`config.mk`:
```
export PLATFORM = sky130hd
export DESIGN_NAME = itv_timer
export DESIGN_NICKNAME = d
export VERILOG_FILES = /design/src/rtl/itv_pkg.sv /design/src/rtl/itv_counter.sv /design/src/rtl/itv_deadline.sv /design/src/rtl/itv_irq.sv /design/src/rtl/itv_timer.sv
export SDC_FILE = /design/constraint.sdc
export NUM_CORES = 1
export LEC_CHECK = 0
export BUFFER_PORTS_ARGS = -buffer_cell sky130_fd_sc_hd__buf_2
export CAP_MARGIN = 20
export CORE_UTILIZATION = 57
export DETAILED_ROUTE_END_ITERATION = 16
export PLACE_DENSITY = 0.81
export SYNTH_ARGS = -nofsm -noshare
export SYNTH_HDL_FRONTEND = slang
export SYNTH_SLANG_ARGS = --single-unit
```
`constraint.sdc`:
```
create_clock -name clk -period 6.4 [get_ports clk]
set_input_delay 1.28 -clock clk [delete_from_list [all_inputs] [get_ports clk]]
set_output_delay 1.28 -clock clk [all_outputs]
set_load 0.02 [all_outputs]
```
`src/rtl/itv_pkg.sv`:
```
package itv_pkg;
  localparam int ITV_CNT_W = 64;
  localparam int ITV_CMP_W = 32;
  localparam int ITV_SCALE_SH = 2;
  localparam int ITV_GUARD = 1000;

  typedef enum logic [1:0] {
    IRQ_EV_HOLD  = 2'd0,
    IRQ_EV_SET   = 2'd1,
    IRQ_EV_CLEAR = 2'd2
  } irq_ev_e;
endpackage

```
`src/rtl/itv_counter.sv`:
```
module itv_counter #(
  parameter int CNT_W = 64
) (
  input  logic             clk,
  input  logic             rst,
  output logic [CNT_W-1:0] cnt_q
);
  localparam logic [CNT_W-1:0] ONE = {{(CNT_W-1){1'b0}}, 1'b1};

  always_ff @(posedge clk) begin
    if (rst) cnt_q <= '0;
    else     cnt_q <= cnt_q + ONE;
  end
endmodule

```
`src/rtl/itv_deadline.sv`:
```
module itv_deadline #(
  parameter int CNT_W    = 64,
  parameter int CMP_W    = 32,
  parameter int SCALE_SH = 2,
  parameter int GUARD    = 1000
) (
  input  logic             clk,
  input  logic             rst,
  input  logic             wr,
  input  logic [CMP_W-1:0] val,
  input  logic [CNT_W-1:0] cnt,
  output logic [CNT_W-1:0] deadline_q
);
  localparam int SPLICE_W = CMP_W + SCALE_SH;
  localparam logic [CNT_W-1:0] ONE     = {{(CNT_W-1){1'b0}}, 1'b1};
  localparam logic [CNT_W-1:0] PERIOD  = ONE << SPLICE_W;
  localparam logic [CNT_W-1:0] LOWMASK = PERIOD - ONE;
  localparam logic [CNT_W-1:0] GUARD_V = CNT_W'(GUARD);

  logic [CNT_W-1:0] scaled;
  logic [CNT_W-1:0] cand;
  logic [CNT_W-1:0] limit;
  logic             too_near;
  logic [CNT_W-1:0] next_dl;

  always_comb begin
    scaled   = CNT_W'(val) << SCALE_SH;
    cand     = (cnt & ~LOWMASK) | scaled;
    limit    = cnt + GUARD_V;
    too_near = cand < limit;
    next_dl  = too_near ? cand + PERIOD : cand;
  end

  always_ff @(posedge clk) begin
    if (rst)     deadline_q <= '1;
    else if (wr) deadline_q <= next_dl;
  end
endmodule

```
`src/rtl/itv_irq.sv`:
```
module itv_irq
  import itv_pkg::*;
#(
  parameter int CNT_W = 64
) (
  input  logic             clk,
  input  logic             rst,
  input  logic [CNT_W-1:0] cnt,
  input  logic [CNT_W-1:0] deadline,
  input  logic             wr,
  input  logic             ack,
  output logic             irq_q
);
  logic    hit;
  irq_ev_e ev;

  always_comb begin
    hit = (cnt == deadline);
    if (wr)       ev = IRQ_EV_CLEAR;
    else if (hit) ev = IRQ_EV_SET;
    else if (ack) ev = IRQ_EV_CLEAR;
    else          ev = IRQ_EV_HOLD;
  end

  always_ff @(posedge clk) begin
    if (rst) irq_q <= 1'b0;
    else begin
      case (ev)
        IRQ_EV_SET:   irq_q <= 1'b1;
        IRQ_EV_CLEAR: irq_q <= 1'b0;
        default:      irq_q <= irq_q;
      endcase
    end
  end
endmodule

```
`src/rtl/itv_timer.sv`:
```
module itv_timer
  import itv_pkg::*;
#(
  parameter int CNT_W    = ITV_CNT_W,
  parameter int CMP_W    = ITV_CMP_W,
  parameter int SCALE_SH = ITV_SCALE_SH,
  parameter int GUARD    = ITV_GUARD
) (
  input  logic             clk,
  input  logic             rst,
  input  logic             cmp_wr,
  input  logic [CMP_W-1:0] cmp_val,
  input  logic             irq_ack,
  output logic [CNT_W-1:0] tick_count,
  output logic [CNT_W-1:0] deadline,
  output logic             irq
);
  logic [CNT_W-1:0] cnt;

  itv_counter #(.CNT_W(CNT_W)) u_cnt (
    .clk   (clk),
    .rst   (rst),
    .cnt_q (cnt)
  );

  itv_deadline #(
    .CNT_W(CNT_W), .CMP_W(CMP_W), .SCALE_SH(SCALE_SH), .GUARD(GUARD)
  ) u_dl (
    .clk        (clk),
    .rst        (rst),
    .wr         (cmp_wr),
    .val        (cmp_val),
    .cnt        (cnt),
    .deadline_q (deadline)
  );

  itv_irq #(.CNT_W(CNT_W)) u_irq (
    .clk      (clk),
    .rst      (rst),
    .cnt      (cnt),
    .deadline (deadline),
    .wr       (cmp_wr),
    .ack      (irq_ack),
    .irq_q    (irq)
  );

  assign tick_count = {{SCALE_SH{1'b0}}, cnt[CNT_W-1:SCALE_SH]};
endmodule

```
==> Word-level counts from Yosys, hierarchy flattened <==
Cells that the tools add are included.
{ "word_totals": {"reg_bits": 129, "wordCells": 17, "in_bits": 36, "n_memories": 0, "romBits": 0, "ram_bits": 0, "latch_bits": 0} }
{ "op_classes": {"shifts": 0, "add_sub_neg": 3, "bitwise": 1, "div": 0, "magnitude_cmp": 1, "eq_ne": 3, "multipliers": 0, "reduce_logical": 1, "muxes": 5} }
{ "op_table": {"columns": ["cell", "n"], "rows": [
  ["64-bit by 1-bit adder with 64-bit output, second input constant", 1],
  ["64-bit by 10-bit adder with 64-bit output, second input constant", 1],
  ["64-bit by 35-bit adder with 64-bit output, second input constant", 1],
  ["64-bit == test", 1],
  ["64-bit less-than comparator", 1],
  ["64-bit two-way mux", 1],
  ["64-bit by 34-bit OR with 64-bit output", 1],
  ["2-bit two-way mux", 3],
  ["2-bit by 1-bit == test with 1-bit output, second input constant", 1],
  ["2-bit == test, second input constant", 1],
  ["1-bit case mux with 2 select lines", 1],
  ["2-bit nonzero test", 1]
]} }

==> Longest topological paths before layout <==
{ "depth": {"depth_word": 5, "ltp_mapped": 24, "depth_no_buf": 19} }

==> Modules after synthesis <==
From an unflattened synthesis, not the netlist that was laid out.
{ "hier_totals": {"cells_unflattened": 1113, "area_unflattened_um2": 9075.0} }
{ "modules_own_cells": {"columns": ["module", "seq_area_each_um2", "area_each_um2", "cells_per_inst", "n_inst"], "rows": [
  ["itv_deadline", 1261.2, 5282.6, 664, 1],
  ["itv_counter", 1281.2, 2930.3, 343, 1],
  ["itv_irq", 20.0, 843.3, 103, 1],
  ["itv_timer", 0.0, 18.8, 3, 1]
]} }

==> Least setup slack after synthesis <==
OpenSTA, ideal clock, no wires.
{ "synth_path": {"path_kind": "register to register", "startpoint": "register u_cnt.cnt_q[34]", "endpoint": "register u_dl.deadline_q[59]", "path_buffers": 3, "path_slack_ps": 1641, "arrival_time_ps": 4622, "path_stages_with_launch": 21, "required_time_ps": 6263, "cell_sequence": "dfxtp_1 > ha_1 > clkbuf_1 > and3_1 > and3_1 > nand3_1 > nor3_1 > nand2_1 > or3_1 > nor2_1 > ha_1 > xnor2_1 > and4_1 > a311o_1 > mux2_2 > nor4_4 > o21ai_2 > buf_6 > clkbuf_1 > o31ai_1 > a31oi_1"} }
{ "synth_via": {"elab_chain_cells": 3} }
{ "synth_lines": {"columns": ["element", "line_no", "text"], "rows": [
  ["start, declared", "itv_counter.sv:6", "output logic [CNT_W-1:0] cnt_q"],
  ["start signal, assigned", "itv_counter.sv:12", "else cnt_q <= cnt_q + ONE;"],
  ["64-bit by 10-bit adder with 64-bit output / 64-bit by 34-bit OR with 64-bit output (equally long branches)", "itv_deadline.sv:29, itv_deadline.sv:28", null],
  ["64-bit less-than comparator / 64-bit by 35-bit adder with 64-bit output (equally long branches)", "itv_deadline.sv:30, itv_deadline.sv:31", null],
  ["64-bit two-way mux (*)", "itv_deadline.sv:31", "next_dl = too_near ? cand + PERIOD : cand;"],
  ["end signal, assigned", "itv_deadline.sv:36", "else if (wr) deadline_q <= next_dl;"],
  ["end, declared", "itv_deadline.sv:12", "output logic [CNT_W-1:0] deadline_q"]
]} }
Every way passes the cells marked *; elsewhere a longest branch is shown, timed or not.
A chain may end at the register's enable or synchronous reset.

==> Worst setup path in the final report <==
{ "layout_path": {"startpoint": "register u_cnt.cnt_q[34]", "endpoint": "register u_dl.deadline_q[45]"} }
The elaborated chain is that of the path after synthesis.

==> results.rst <==
.. list-table::
   :header-rows: 1

   * - Metric
     - Value
   * - Result of the run
     - complete, no violations
   * - Total net switching power
     - 0.000563 W
   * - Synth Register Bits
     - roughly 130
   * - Weighted congestion reported at the end of routability-driven placement
     - 0.998
   * - Fillcell total
     - around 1300
   * - Final worst path period need
     - 5.54 ns
   * - Post-Syn Area
     - 9100 µm²
   * - Instance count of the mapped netlist
     - approximately 1200
   * - Antenna violations before repair
     - 0
   * - CORE AREA
     - approximately 15000 µm²
   * - Detailed-route wire length per cell
     - 21.8 µm
   * - Data required time at the worst endpoint
     - slightly below 7 ns
   * - Ratio of cells with drive above 1 in the final layout
     - 18.1%
   * - Overall Global Routing Usage
     - roughly two fifths
   * - Clk pin slew, worst setup/hold paths
     - 0.06 ns
   * - Kind of start point of the critical path
     - flop
   * - Element type at the critical path end
     - flop
   * - Routed wire length
     - 31200 µm
   * - Fin nets
     - 1294
   * - Worst-case setup slack after placement
     - 0.941 ns
   * - Count of buffers from port buffering
     - 162
   * - Number of distinct library cells after synthesis
     - 62
   * - Warning count from the yosys run
     - 0
   * - Number of endpoints with negative hold slack in the final report
     - 0
   * - Setup violators final
     - 0
   * - Number of violations of the max-capacitance limit
     - 0
   * - CP arrival
     - 5.90 ns
   * - Total negative setup slack
     - 0 ns
   * - Cell with the largest stage delay on the worst path
     - dfxtp_1
   * - Number of clock sinks seen by CTS
     - 128
   * - Buffer depth of the longest clock path
     - 2
   * - Internal power
     - 0.00148 W
   * - Area used by sequential logic in the layout
     - 2560 µm²
   * - TritonCTS clock tree
     - built
   * - Peak ir drop on the vdd network
     - just under 0.0002 V
   * - Worst-case setup margin in the final layout
     - 0.857 ns
   * - Relative slew margins
     - 30.5%
   * - Maximum single-stage delay on the critical path
     - 0.53 ns
   * - Detailed Place HPWL
     - 23500 µm
   * - Resized Gates After CTS
     - 0
   * - Final routed DRC violation total
     - 0
   * - Transition at the pin with the smallest max-transition slack
     - 1.03 ns
   * - Residual overflow from global routing
     - 0
   * - I/O Pins
     - 165
   * - Leading cell types in the layout, fill and taps excluded
     - buf_2 (162), dfxtp_1 (128), nor2_1 (122), nand2_1 (96), xnor2_1 (81)
   * - Post-CTS repair timing setup buffer count
     - 0
   * - Antenna Violating Nets Remaining
     - 0
   * - Deepest level of the CTS H-tree
     - 4
   * - Die width
     - 128 µm
   * - Crit-path cells
     - ha_1 -> and3_1 -> and3_1 -> nand3_1 -> nor3_1 -> nand2_1 -> or3_1 -> nor2_1 -> ha_1 -> xnor2_1 -> and4_1 -> a311o_1 -> mux2_2 -> nor4_4 -> o21ai_2 -> buf_4 -> or4_1 -> a31oi_1
   * - Row count
     - 45
   * - Ys async rst share
     - 0%
   * - CTS Buf Count
     - 17
   * - Average via count per standard cell
     - 6.34
   * - Clk_lat worst skew
     - roughly 0.43 ns
   * - LEAKAGE
     - 3.94 nW
   * - Highest clock rate
     - 180 MHz
   * - RSZ-0062 raised after global routing
     - false
   * - Clock Skews
     - 0.00971 ns
   * - Biggest fanout along the worst timing path
     - 22
   * - Critical Setup Path Class
     - reg -> reg
   * - Total number of vias
     - 9063
   * - Sequential cell area fraction in the yosys report
     - 28.2%
   * - Wire length of the first global-routing pass
     - 47400 µm
   * - Starting density of the core
     - between 50 and 60%
   * - Type of the most critical hold path
     - reg -> reg
   * - Sequential fraction of design power
     - a little over two fifths
   * - Leading register cell type out of synthesis
     - dfxtp_1
   * - Combinational share of power
     - 10.6%
   * - Die area
     - 16500 µm²
   * - Crit share post-route
     - 86.6%
   * - Most common library cell in the layout ignoring fill and taps
     - buf_2
   * - Number of flops mapped to enable cells by yosys
     - 0
   * - Areal power density over the cells
     - 203 nW/µm²
   * - Via count of the first global-routing pass
     - a little over 8000
   * - Clock group share of total power
     - between 40% and 50%
   * - Final number of max-transition violations
     - 0
   * - Mean instance size in the synthesized netlist
     - roughly 7.9 µm²
   * - Number of diodes added for antenna fixing
     - 0
   * - Switch share
     - 27.5%
   * - Largest net degree at the start of global routing
     - slightly below 70
   * - Y dimension of the die
     - ~130 µm
   * - Multi-input gate area
     - about 5500 µm²
   * - Drt first pass iters
     - 5
   * - Root buffer selected by CTS
     - clkbuf_16
   * - Hold buffer count at CTS
     - 0
   * - Drt first-iter violations
     - 902
   * - Layout-stage area growth over the synthesis result
     - 10.6%
==> routing by layer <==
metal	wire, µm	GRT usage, %
met5	0	0
met4	1470	18.8
met3	3360	8.44
met2	14000	61.5
met1	12300	48.7
==> cell usage after synthesis, drive strengths merged (15+ instances only) <==
master  count  area share, %
dfxtp     128             28
nor2      122            5.0
nand2      96            4.0
buf        88            6.7
xnor2      81            7.8
clkbuf     65            2.7
xor2       54            5.2
ha         52            7.2
nand3      42            2.3
or3        41            2.8
inv        40            1.7
a21oi      37            2.0
nand4      37            2.5
o21ai      35            2.0
nor3       32            1.8
mux2i      31            3.4
nor4       25            2.0
a31oi      17            1.2
or4        15            1.2
==> critical path, delay by kind of cell, from the launching register on <==
kind            cells  cell delay, ns
buf+inv             1            0.29
xor+xnor            1            0.18
flops               1            0.53
compound gates      3            0.74
mux                 1            0.30
simple gates       10            2.88
fa+ha+maj           2            0.53
==> per-stage QoR <==
| stage | area, µm² | util (%) | total power (W) | std cells | hold WS (ns) |
|---|---|---|---|---|---|
| 4_1_cts | 10100 | 65.4 | 0.00204 | 1430 | 0.484 |
| 6_report | 10100 | 65.4 | 0.00205 | 1430 | 0.479 |
| 3_5_place_dp | 9490 | 61.7 | 0.00109 | 1398 | 0.472 |
| 3_3_place_gp | 9460 | 61.5 | 0.00109 | 1397 | 0.463 |
| 2_1_floorplan | 9100 | - | 0.00101 | 1159 | 0.459 |
| 5_1_grt | 10100 | 65.4 | 0.00211 | 1430 | 0.512 |
==> cell type report <==
cell class                      instances  share of cell area, %
Clock buffer                           20                   4.34
Clock inverter                         12                   1.34
Inverter                               41                   1.53
Multi-Input combinational cell        837                   55.0
Sequential cell                       128                   25.5
Tap cell                              211                   2.62
Timing Repair Buffer                  181                   9.68
==> cells by family after synthesis <==
logic type / synth area share (%)
multiplexers: 3.53
AND/OR/NAND/NOR: 24.0
buffers and inverters: 11.1
AO/OA/AOI/OAI: 13.1
adder cells (fa/ha/maj): 7.15
other: 0.0412
XOR/XNOR: 13.0
flip-flops: 28.2
==> power groups by stage <==
stage	sequential, W	clock [W]	combinational [W]
after floorplan	0.000904	0	0.000101
after global placement	0.000879	0	0.000208
after detailed placement	0.000880	0	0.000213
after CTS	0.000862	0.000962	0.000215
after global routing	0.000866	0.00101	0.000234
final	0.000863	0.000965	0.000217
==> state kept, by name, indices dropped and copies added, names as in the netlist <==
| signal | cells |
|---|---|
| u_dl.deadline_q | 63 |
| u_cnt.cnt_q | 64 |
| u_irq.irq_q | 1 |
==> path summary, 6_finish.rpt <==
path	startpoint	endpoint	slack (ns)	cells past startpoint
setup / recovery	u_cnt.cnt_q[34]	u_dl.deadline_q[45]	0.86	18
hold reg to reg	u_irq.irq_q	u_irq.irq_q	0.48	2
hold / removal	u_irq.irq_q	u_irq.irq_q	0.48	2
setup reg to reg	u_cnt.cnt_q[34]	u_dl.deadline_q[45]	0.86	18
Note: power is estimated with default switching activity, not from simulation.
